$ cat src/rtl/core_wake_pkg.sv
package core_wake_pkg;

  localparam int CW_W         = 9;
  localparam int BIT_IOCLAMP  = 0;
  localparam int BIT_L2SLEEP  = 3;
  localparam int BIT_CORERST  = 4;
  localparam int BIT_POR      = 5;
  localparam int BIT_PWRUP    = 7;
  localparam int BIT_PLLCLAMP = 8;

  typedef enum logic [2:0] {
    OP_NONE,
    OP_CLAMP_ALL,
    OP_DROP_L2,
    OP_SET_POR,
    OP_DROP_CLAMP,
    OP_DROP_POR,
    OP_PWRUP
  } word_op_e;

  typedef enum logic [2:0] {
    DLY_RAIL,
    DLY_ONE,
    DLY_PRE,
    DLY_POR,
    DLY_UNCL,
    DLY_SETTLE
  } dly_sel_e;

  typedef struct packed {
    logic     issueRail;
    logic     loadDelay;
    dly_sel_e dlySel;
    word_op_e wordOp;
  } seq_strb_t;

  // Rounds up so a phase never runs shorter than its minimum; at least one cycle.
  function automatic longint nsToCycles(input longint ns, input longint hz);
    longint c;
    c = (ns * hz + 64'd999_999_999) / 64'd1_000_000_000;
    if (c < 1) c = 1;
    return c;
  endfunction

endpackage

$ cat src/rtl/core_wake_ctrl.sv
module core_wake_ctrl
  import core_wake_pkg::*;
(
  input  logic      clk,
  input  logic      rst,
  input  logic      start,
  input  logic      cntLast,
  input  logic      doneFlag,
  output seq_strb_t strb,
  output logic      busy
);

  typedef enum logic [2:0] {
    S_IDLE,
    S_RAIL,
    S_L2,
    S_PRE,
    S_POR,
    S_UNCL,
    S_SETTLE
  } seq_state_e;

  seq_state_e state, stateNext;

  always_comb begin
    stateNext      = state;
    strb.issueRail = 1'b0;
    strb.loadDelay = 1'b0;
    strb.dlySel    = DLY_ONE;
    strb.wordOp    = OP_NONE;
    unique case (state)
      S_IDLE: begin
        if (start && !doneFlag) begin
          stateNext      = S_RAIL;
          strb.issueRail = 1'b1;
          strb.loadDelay = 1'b1;
          strb.dlySel    = DLY_RAIL;
        end
      end
      S_RAIL: begin
        if (cntLast) begin
          stateNext      = S_L2;
          strb.wordOp    = OP_CLAMP_ALL;
          strb.loadDelay = 1'b1;
          strb.dlySel    = DLY_ONE;
        end
      end
      S_L2: begin
        if (cntLast) begin
          stateNext      = S_PRE;
          strb.wordOp    = OP_DROP_L2;
          strb.loadDelay = 1'b1;
          strb.dlySel    = DLY_PRE;
        end
      end
      S_PRE: begin
        if (cntLast) begin
          stateNext      = S_POR;
          strb.wordOp    = OP_SET_POR;
          strb.loadDelay = 1'b1;
          strb.dlySel    = DLY_POR;
        end
      end
      S_POR: begin
        if (cntLast) begin
          stateNext      = S_UNCL;
          strb.wordOp    = OP_DROP_CLAMP;
          strb.loadDelay = 1'b1;
          strb.dlySel    = DLY_UNCL;
        end
      end
      S_UNCL: begin
        if (cntLast) begin
          stateNext      = S_SETTLE;
          strb.wordOp    = OP_DROP_POR;
          strb.loadDelay = 1'b1;
          strb.dlySel    = DLY_SETTLE;
        end
      end
      S_SETTLE: begin
        if (cntLast) begin
          stateNext   = S_IDLE;
          strb.wordOp = OP_PWRUP;
        end
      end
      default: stateNext = S_IDLE;
    endcase
  end

  always_ff @(posedge clk) begin
    if (rst) state <= S_IDLE;
    else     state <= stateNext;
  end

  assign busy = (state != S_IDLE);

  // an accepted request moves the sequence into its rail phase
  a_r2_accept: assert property (@(posedge clk) disable iff (rst)
    (state == S_IDLE && start && !doneFlag) |=> (state == S_RAIL));

  // a finished release never restarts
  a_r9_skip_when_done: assert property (@(posedge clk) disable iff (rst)
    (state == S_IDLE && doneFlag) |=> (state == S_IDLE));

  // a running phase only advances when its count expires
  a_r10_hold_phase: assert property (@(posedge clk) disable iff (rst)
    (state != S_IDLE && !cntLast) |=> (state == $past(state)));

endmodule

$ cat src/rtl/core_wake_dp.sv
module core_wake_dp
  import core_wake_pkg::*;
#(
  parameter longint CLK_HZ     = 100_000_000,
  parameter int     RAIL_W     = 8,
  parameter logic [RAIL_W-1:0] RAIL_CODE = 8'hA4,
  parameter longint RAIL_NS    = 512_000,
  parameter longint PRE_NS     = 300,
  parameter longint POR_NS     = 2_000,
  parameter longint UNCL_NS    = 2_000,
  parameter longint SETTLE_NS  = 100_000
)(
  input  logic              clk,
  input  logic              rst,
  input  seq_strb_t         strb,
  output logic [CW_W-1:0]   ctrlWord,
  output logic [RAIL_W-1:0] railCmd,
  output logic              railStb,
  output logic              cntLast,
  output logic              doneFlag
);

  localparam longint N_RAIL   = nsToCycles(RAIL_NS, CLK_HZ);
  localparam longint N_PRE    = nsToCycles(PRE_NS, CLK_HZ);
  localparam longint N_POR    = nsToCycles(POR_NS, CLK_HZ);
  localparam longint N_UNCL   = nsToCycles(UNCL_NS, CLK_HZ);
  localparam longint N_SETTLE = nsToCycles(SETTLE_NS, CLK_HZ);
  localparam longint M_A      = (N_RAIL > N_SETTLE) ? N_RAIL : N_SETTLE;
  localparam longint M_B      = (N_POR > N_UNCL) ? N_POR : N_UNCL;
  localparam longint M_C      = (M_B > N_PRE) ? M_B : N_PRE;
  localparam longint N_MAX    = (M_A > M_C) ? M_A : M_C;
  localparam int     CNT_W    = $clog2(N_MAX + 1);

  logic [CNT_W-1:0] cnt;
  logic [CNT_W-1:0] dlyVal;

  always_comb begin
    unique case (strb.dlySel)
      DLY_RAIL:   dlyVal = CNT_W'(N_RAIL);
      DLY_PRE:    dlyVal = CNT_W'(N_PRE);
      DLY_POR:    dlyVal = CNT_W'(N_POR);
      DLY_UNCL:   dlyVal = CNT_W'(N_UNCL);
      DLY_SETTLE: dlyVal = CNT_W'(N_SETTLE);
      default:    dlyVal = CNT_W'(1);
    endcase
  end

  always_ff @(posedge clk) begin
    if (rst)                 cnt <= '0;
    else if (strb.loadDelay) cnt <= dlyVal;
    else if (cnt != '0)      cnt <= cnt - 1'b1;
  end

  assign cntLast = (cnt == CNT_W'(1));

  always_ff @(posedge clk) begin
    if (rst) begin
      railCmd <= '0;
      railStb <= 1'b0;
    end else begin
      railStb <= strb.issueRail;
      if (strb.issueRail) railCmd <= RAIL_CODE;
    end
  end

  always_ff @(posedge clk) begin
    if (rst) begin
      ctrlWord <= '0;
      doneFlag <= 1'b0;
    end else begin
      unique case (strb.wordOp)
        OP_CLAMP_ALL: begin
          ctrlWord[BIT_PLLCLAMP] <= 1'b1;
          ctrlWord[BIT_L2SLEEP]  <= 1'b1;
          ctrlWord[BIT_IOCLAMP]  <= 1'b1;
        end
        OP_DROP_L2:    ctrlWord[BIT_L2SLEEP] <= 1'b0;
        OP_SET_POR:    ctrlWord[BIT_POR]     <= 1'b1;
        OP_DROP_CLAMP: ctrlWord[BIT_IOCLAMP] <= 1'b0;
        OP_DROP_POR:   ctrlWord[BIT_POR]     <= 1'b0;
        OP_PWRUP: begin
          ctrlWord[BIT_PWRUP] <= 1'b1;
          doneFlag            <= 1'b1;
        end
        default: ;
      endcase
    end
  end

  // the rail write strobe is a single-cycle pulse
  a_r2_strobe_pulse: assert property (@(posedge clk) disable iff (rst)
    railStb |=> !railStb);

  // a rail command is only issued from a fully powered-off word
  a_r10_rail_only_cold: assert property (@(posedge clk) disable iff (rst)
    railStb |-> (ctrlWord == '0));

  // PLL clamp accompanies every nonzero word; core reset never used
  a_r11_pll_held: assert property (@(posedge clk) disable iff (rst)
    (ctrlWord != '0) |-> ctrlWord[BIT_PLLCLAMP]);
  a_r11_no_core_rst: assert property (@(posedge clk) disable iff (rst)
    !ctrlWord[BIT_CORERST]);

  // done and the final word are sticky
  a_r8_done_sticky: assert property (@(posedge clk) disable iff (rst)
    doneFlag |=> (doneFlag && $stable(ctrlWord)));

  // the phase counter never exceeds the longest phase
  a_r12_cnt_bounded: assert property (@(posedge clk) disable iff (rst)
    cnt <= CNT_W'(N_MAX));

endmodule

$ cat src/rtl/core_wake_seq.sv
module core_wake_seq
  import core_wake_pkg::*;
#(
  parameter longint CLK_HZ = 100_000_000,
  parameter int     RAIL_W = 8,
  parameter logic [RAIL_W-1:0] RAIL_CODE = 8'hA4
)(
  input  logic              clk,
  input  logic              rst,
  input  logic              start,
  output logic [CW_W-1:0]   ctrlWord,
  output logic [RAIL_W-1:0] railCmd,
  output logic              railStb,
  output logic              busy,
  output logic              done
);

  seq_strb_t strb;
  logic      cntLast;

  core_wake_ctrl u_ctrl (
    .clk      (clk),
    .rst      (rst),
    .start    (start),
    .cntLast  (cntLast),
    .doneFlag (done),
    .strb     (strb),
    .busy     (busy)
  );

  core_wake_dp #(
    .CLK_HZ    (CLK_HZ),
    .RAIL_W    (RAIL_W),
    .RAIL_CODE (RAIL_CODE)
  ) u_dp (
    .clk      (clk),
    .rst      (rst),
    .strb     (strb),
    .ctrlWord (ctrlWord),
    .railCmd  (railCmd),
    .railStb  (railStb),
    .cntLast  (cntLast),
    .doneFlag (done)
  );

endmodule

$ cat config.mk
export PLATFORM = sky130hd
export DESIGN_NAME = core_wake_seq
export DESIGN_NICKNAME = d
export VERILOG_FILES = /design/src/rtl/core_wake_pkg.sv /design/src/rtl/core_wake_ctrl.sv /design/src/rtl/core_wake_dp.sv /design/src/rtl/core_wake_seq.sv
export SDC_FILE = /design/constraint.sdc
export NUM_CORES = 1
export LEC_CHECK = 0
export BUFFER_PORTS_ARGS = -buffer_cell sky130_fd_sc_hd__buf_4
export CORE_ASPECT_RATIO = 1.4
export CORE_MARGIN = 2
export CORE_UTILIZATION = 50
export DETAILED_ROUTE_END_ITERATION = 10
export GPL_ROUTABILITY_DRIVEN = 0
export PLACE_DENSITY = 0.71
export SLEW_MARGIN = 30
export SYNTH_ARGS = -nofsm -noshare
export SYNTH_HDL_FRONTEND = slang
export SYNTH_SLANG_ARGS = --single-unit
$ cat constraint.sdc
create_clock -name clk -period 2.6 [get_ports clk]
set_input_delay 0.39 -clock clk [delete_from_list [all_inputs] [get_ports clk]]
set_output_delay 0.39 -clock clk [all_outputs]
set_load 0.005 [all_outputs]
==> run_results.csv <==
group,metric,value,unit
die,dieWidth,52.1,um
clock_tree,cts_tree,"yes",
logic_synthesis,synthTopCellsByArea,"dfxtp_1 32%, buf_4 6.0%, xnor2_1 5.4%",
sta,setup-violations-final,0,
critical_path,cp.required,2.79,ns
global_routing,grt_pass1_vias,1361,
die,fp.dieH,71.4,um
clock_tree,cts_resized,0,
clock_tree,numCtsBuffers,3,
logic_synthesis,ys_ff_latch,26,
logic_synthesis,netlist_instances,196,
sta,final.setup.tns,0,ns
logic_synthesis,syn_area_per_cell,8.27,um^2
layout,fillCellCount,296,
critical_path,crit_arrival,2.33,ns
layout,layout_common_cells,"26 x dfxtp_1, 19 x nor2_1, 17 x a21oi_1, 17 x buf_4, 15 x nand2_1",
die,die_area,0.00372,mm^2
global_routing,grt_start_max_net_pins,22,
place,dp_hpwl,2.84,mm
pwr,p_per_area,1230,mW/mm^2
logic_synthesis,synth_area,0.00162,mm^2
global_routing,grt_pass1_wl,6.20,mm
die,row_count,24,
logic_synthesis,ys.flop_type,"dfxtp_1",
layout,final_area,0.00176,mm^2
critical_path,end_kind,"register",
routing,routed_via_density,5.82,
global_routing,antenna_found_initial,0,
critical_path,regToRegSetupSlack,0.46,ns
clock_tree,cts_hold_buf,0,
clock_tree,clkTransAtPathRegs,0.10,ns
routing,drc,0,
clock_tree,htree_num_levels,1,
pwr,vdd.ir_drop.worst,653,uV
layout,area_growth,8.72,%
sta,finalCritPeriodShare,0.824,
routing,drtIter0Drc,57,
sta,drv_slew,0,
logic_synthesis,synth_top_family_by_area,"simple AND/OR/NAND/NOR gates",
die,fp.coreArea,0.00309,mm^2
pwr,p_leak,0.000693,uW
layout,diodes,0,
job,maxCapViolCount,0,
place,numPortBuffers,13,
routing,totalWireLength,3.75,mm
die,initial_core_util,0.524,
clock_tree,clockBufferDepth,2,
clock_tree,ctsRootBufferMaster,"clkbuf_8",
place,place_area,0.00169,mm^2
logic_synthesis,yosysWarnings,0,
sta,rsz0062_at_grt,"false",
critical_path,crit_type,"reg2reg",
clock_tree,insertion_delay,0.27,ns
critical_path,critPathMaxFanout,14,
logic_synthesis,synth_edf_count,0,
routing,wl_per_cell,15.5,um
layout,final_nets,210,
logic_synthesis,yosysTopAreaCellShare,0.321,
worst_hold_path,hp-class,"in2reg",
critical_path,cp-start-kind,"register",
sta,clock.fmax,467,MHz
run_status,status,"finished, final reports clean",
logic_synthesis,synthMuxAreaShare,0,
sta,hold_violations,0,
logic_synthesis,synth_seq_area_share,0.321,
clock_tree,cts.sinks,26,
sta,fin_skew,0.00707,ns
sta,period_needed,2.14,ns
clock_tree,postCtsSetupRepairBufs,0,
routing,detail-route-antenna-nets,0,
layout,final_common_cell,"dfxtp_1",
layout,drive_gt1_frac,0.187,
global_routing,grt_overflow,0,
logic_synthesis,synthSimpleGateAreaFrac,0.296,
logic_synthesis,synth_compound_area_frac,0.205,
routing,vias,1409,
logic_synthesis,ys_types,53,
logic_synthesis,ys_async_sr_fraction,0,
routing,first_pass_iters,4,
die,num_io_pins,23,
logic_synthesis,synthXorXnorAreaFrac,0.0594,
logic_synthesis,synthAdderAreaFrac,0.0231,
logic_synthesis,synth_top_area_cell,"dfxtp_1",
global_routing,grt_use_total,0.216,
## logic make-up after synthesis
| family | Yosys count |
|---|---|
| xor gates and xnor gates | 11 |
| other | 1 |
| and+or+nand+nor | 81 |
| buffers and inverters | 26 |
| adders and majority gates | 3 |
| DFF | 26 |
| AOI/OAI and AO/OA | 48 |
## critical path, cell delays in order (launching register included)
cell and delay (ns):
dfxtp_1 0.36, inv_1 0.15, ha_1 0.17, nor4b_2 0.25, and4_4 0.38, nand2_2 0.10, or3_1 0.36, a221oi_2 0.29
## through the flow
step / power (uW) / hold WS (ns) / worst slack [ns] / cells / utilization
after global placement: 1790 / 0.460 / 0.630 / 238 / 0.547
after global routing: 2350 / 0.455 / 0.338 / 242 / 0.570
after CTS: 2170 / 0.448 / 0.495 / 242 / 0.570
final: 2170 / 0.454 / 0.458 / 242 / 0.570
after floorplan: 1600 / 0.460 / 0.812 / 204 / -
after detailed placement: 1820 / 0.469 / 0.533 / 238 / 0.547
## power breakdown
| group | internal [uW] | switching [uW] |
|---|---|---|
| clock network | 206 | 133 |
| logic | 544 | 606 |
| registers | 519 | 162 |
## state kept, by name, summed over array words and instances, names as in the netlist
register / cells
u_dp.cnt: 16
u_dp.ctrlWord: 4
u_ctrl.state: 3
u_dp.railCmd: 1
u_dp.doneFlag: 1
u_dp.railStb: 1
## cell usage after synthesis, drive strengths merged (2+ instances only)
cell type  count
dfxtp         26
and2           2
nor4b          4
nand4          3
xnor2         10
a2111oi        2
o21ai          6
or2            2
nand3          5
o31a           2
o21bai         2
a211oi         2
or3            4
a21boi         2
a21oi         18
ha             3
buf           18
nand2b         4
a31oi          2
nor2          20
o22ai          5
clkbuf         4
a21o           2
inv            4
nor4           7
nand2         16
nor3           9
## final timing paths
kind,from,endpoint,cells past startpoint
setup reg to reg,u_dp.cnt[1]$_SDFFE_PP0P_,u_dp.cnt[1]$_SDFFE_PP0P_,7
hold reg to reg,u_dp.ctrlWord[8]$_SDFFE_PP0P_,u_dp.ctrlWord[8]$_SDFFE_PP0P_,2
setup / recovery,u_dp.cnt[1]$_SDFFE_PP0P_,u_dp.cnt[1]$_SDFFE_PP0P_,7
hold / removal,rst,u_dp.railCmd[2]$_SDFFE_PP0P_,2
## cell type report
type                            instances  area (um^2)  area share
Clock inverter                          1         30.0      0.0170
Timing Repair Buffer                   17          128      0.0724
Tap cell                               39         48.8      0.0277
Clock buffer                            3         41.3      0.0234
Sequential cell                        26          520       0.295
Multi-Input combinational cell        152          980       0.556
Inverter                                4         15.0     0.00852
## layer usage
metal | global-route usage | wire [um]
met5 | 0 | 0
met4 | 0.0798 | 105
met3 | 0.0292 | 104
met2 | 0.395 | 2010
met1 | 0.248 | 1530
(Power assumes the default switching activity.)
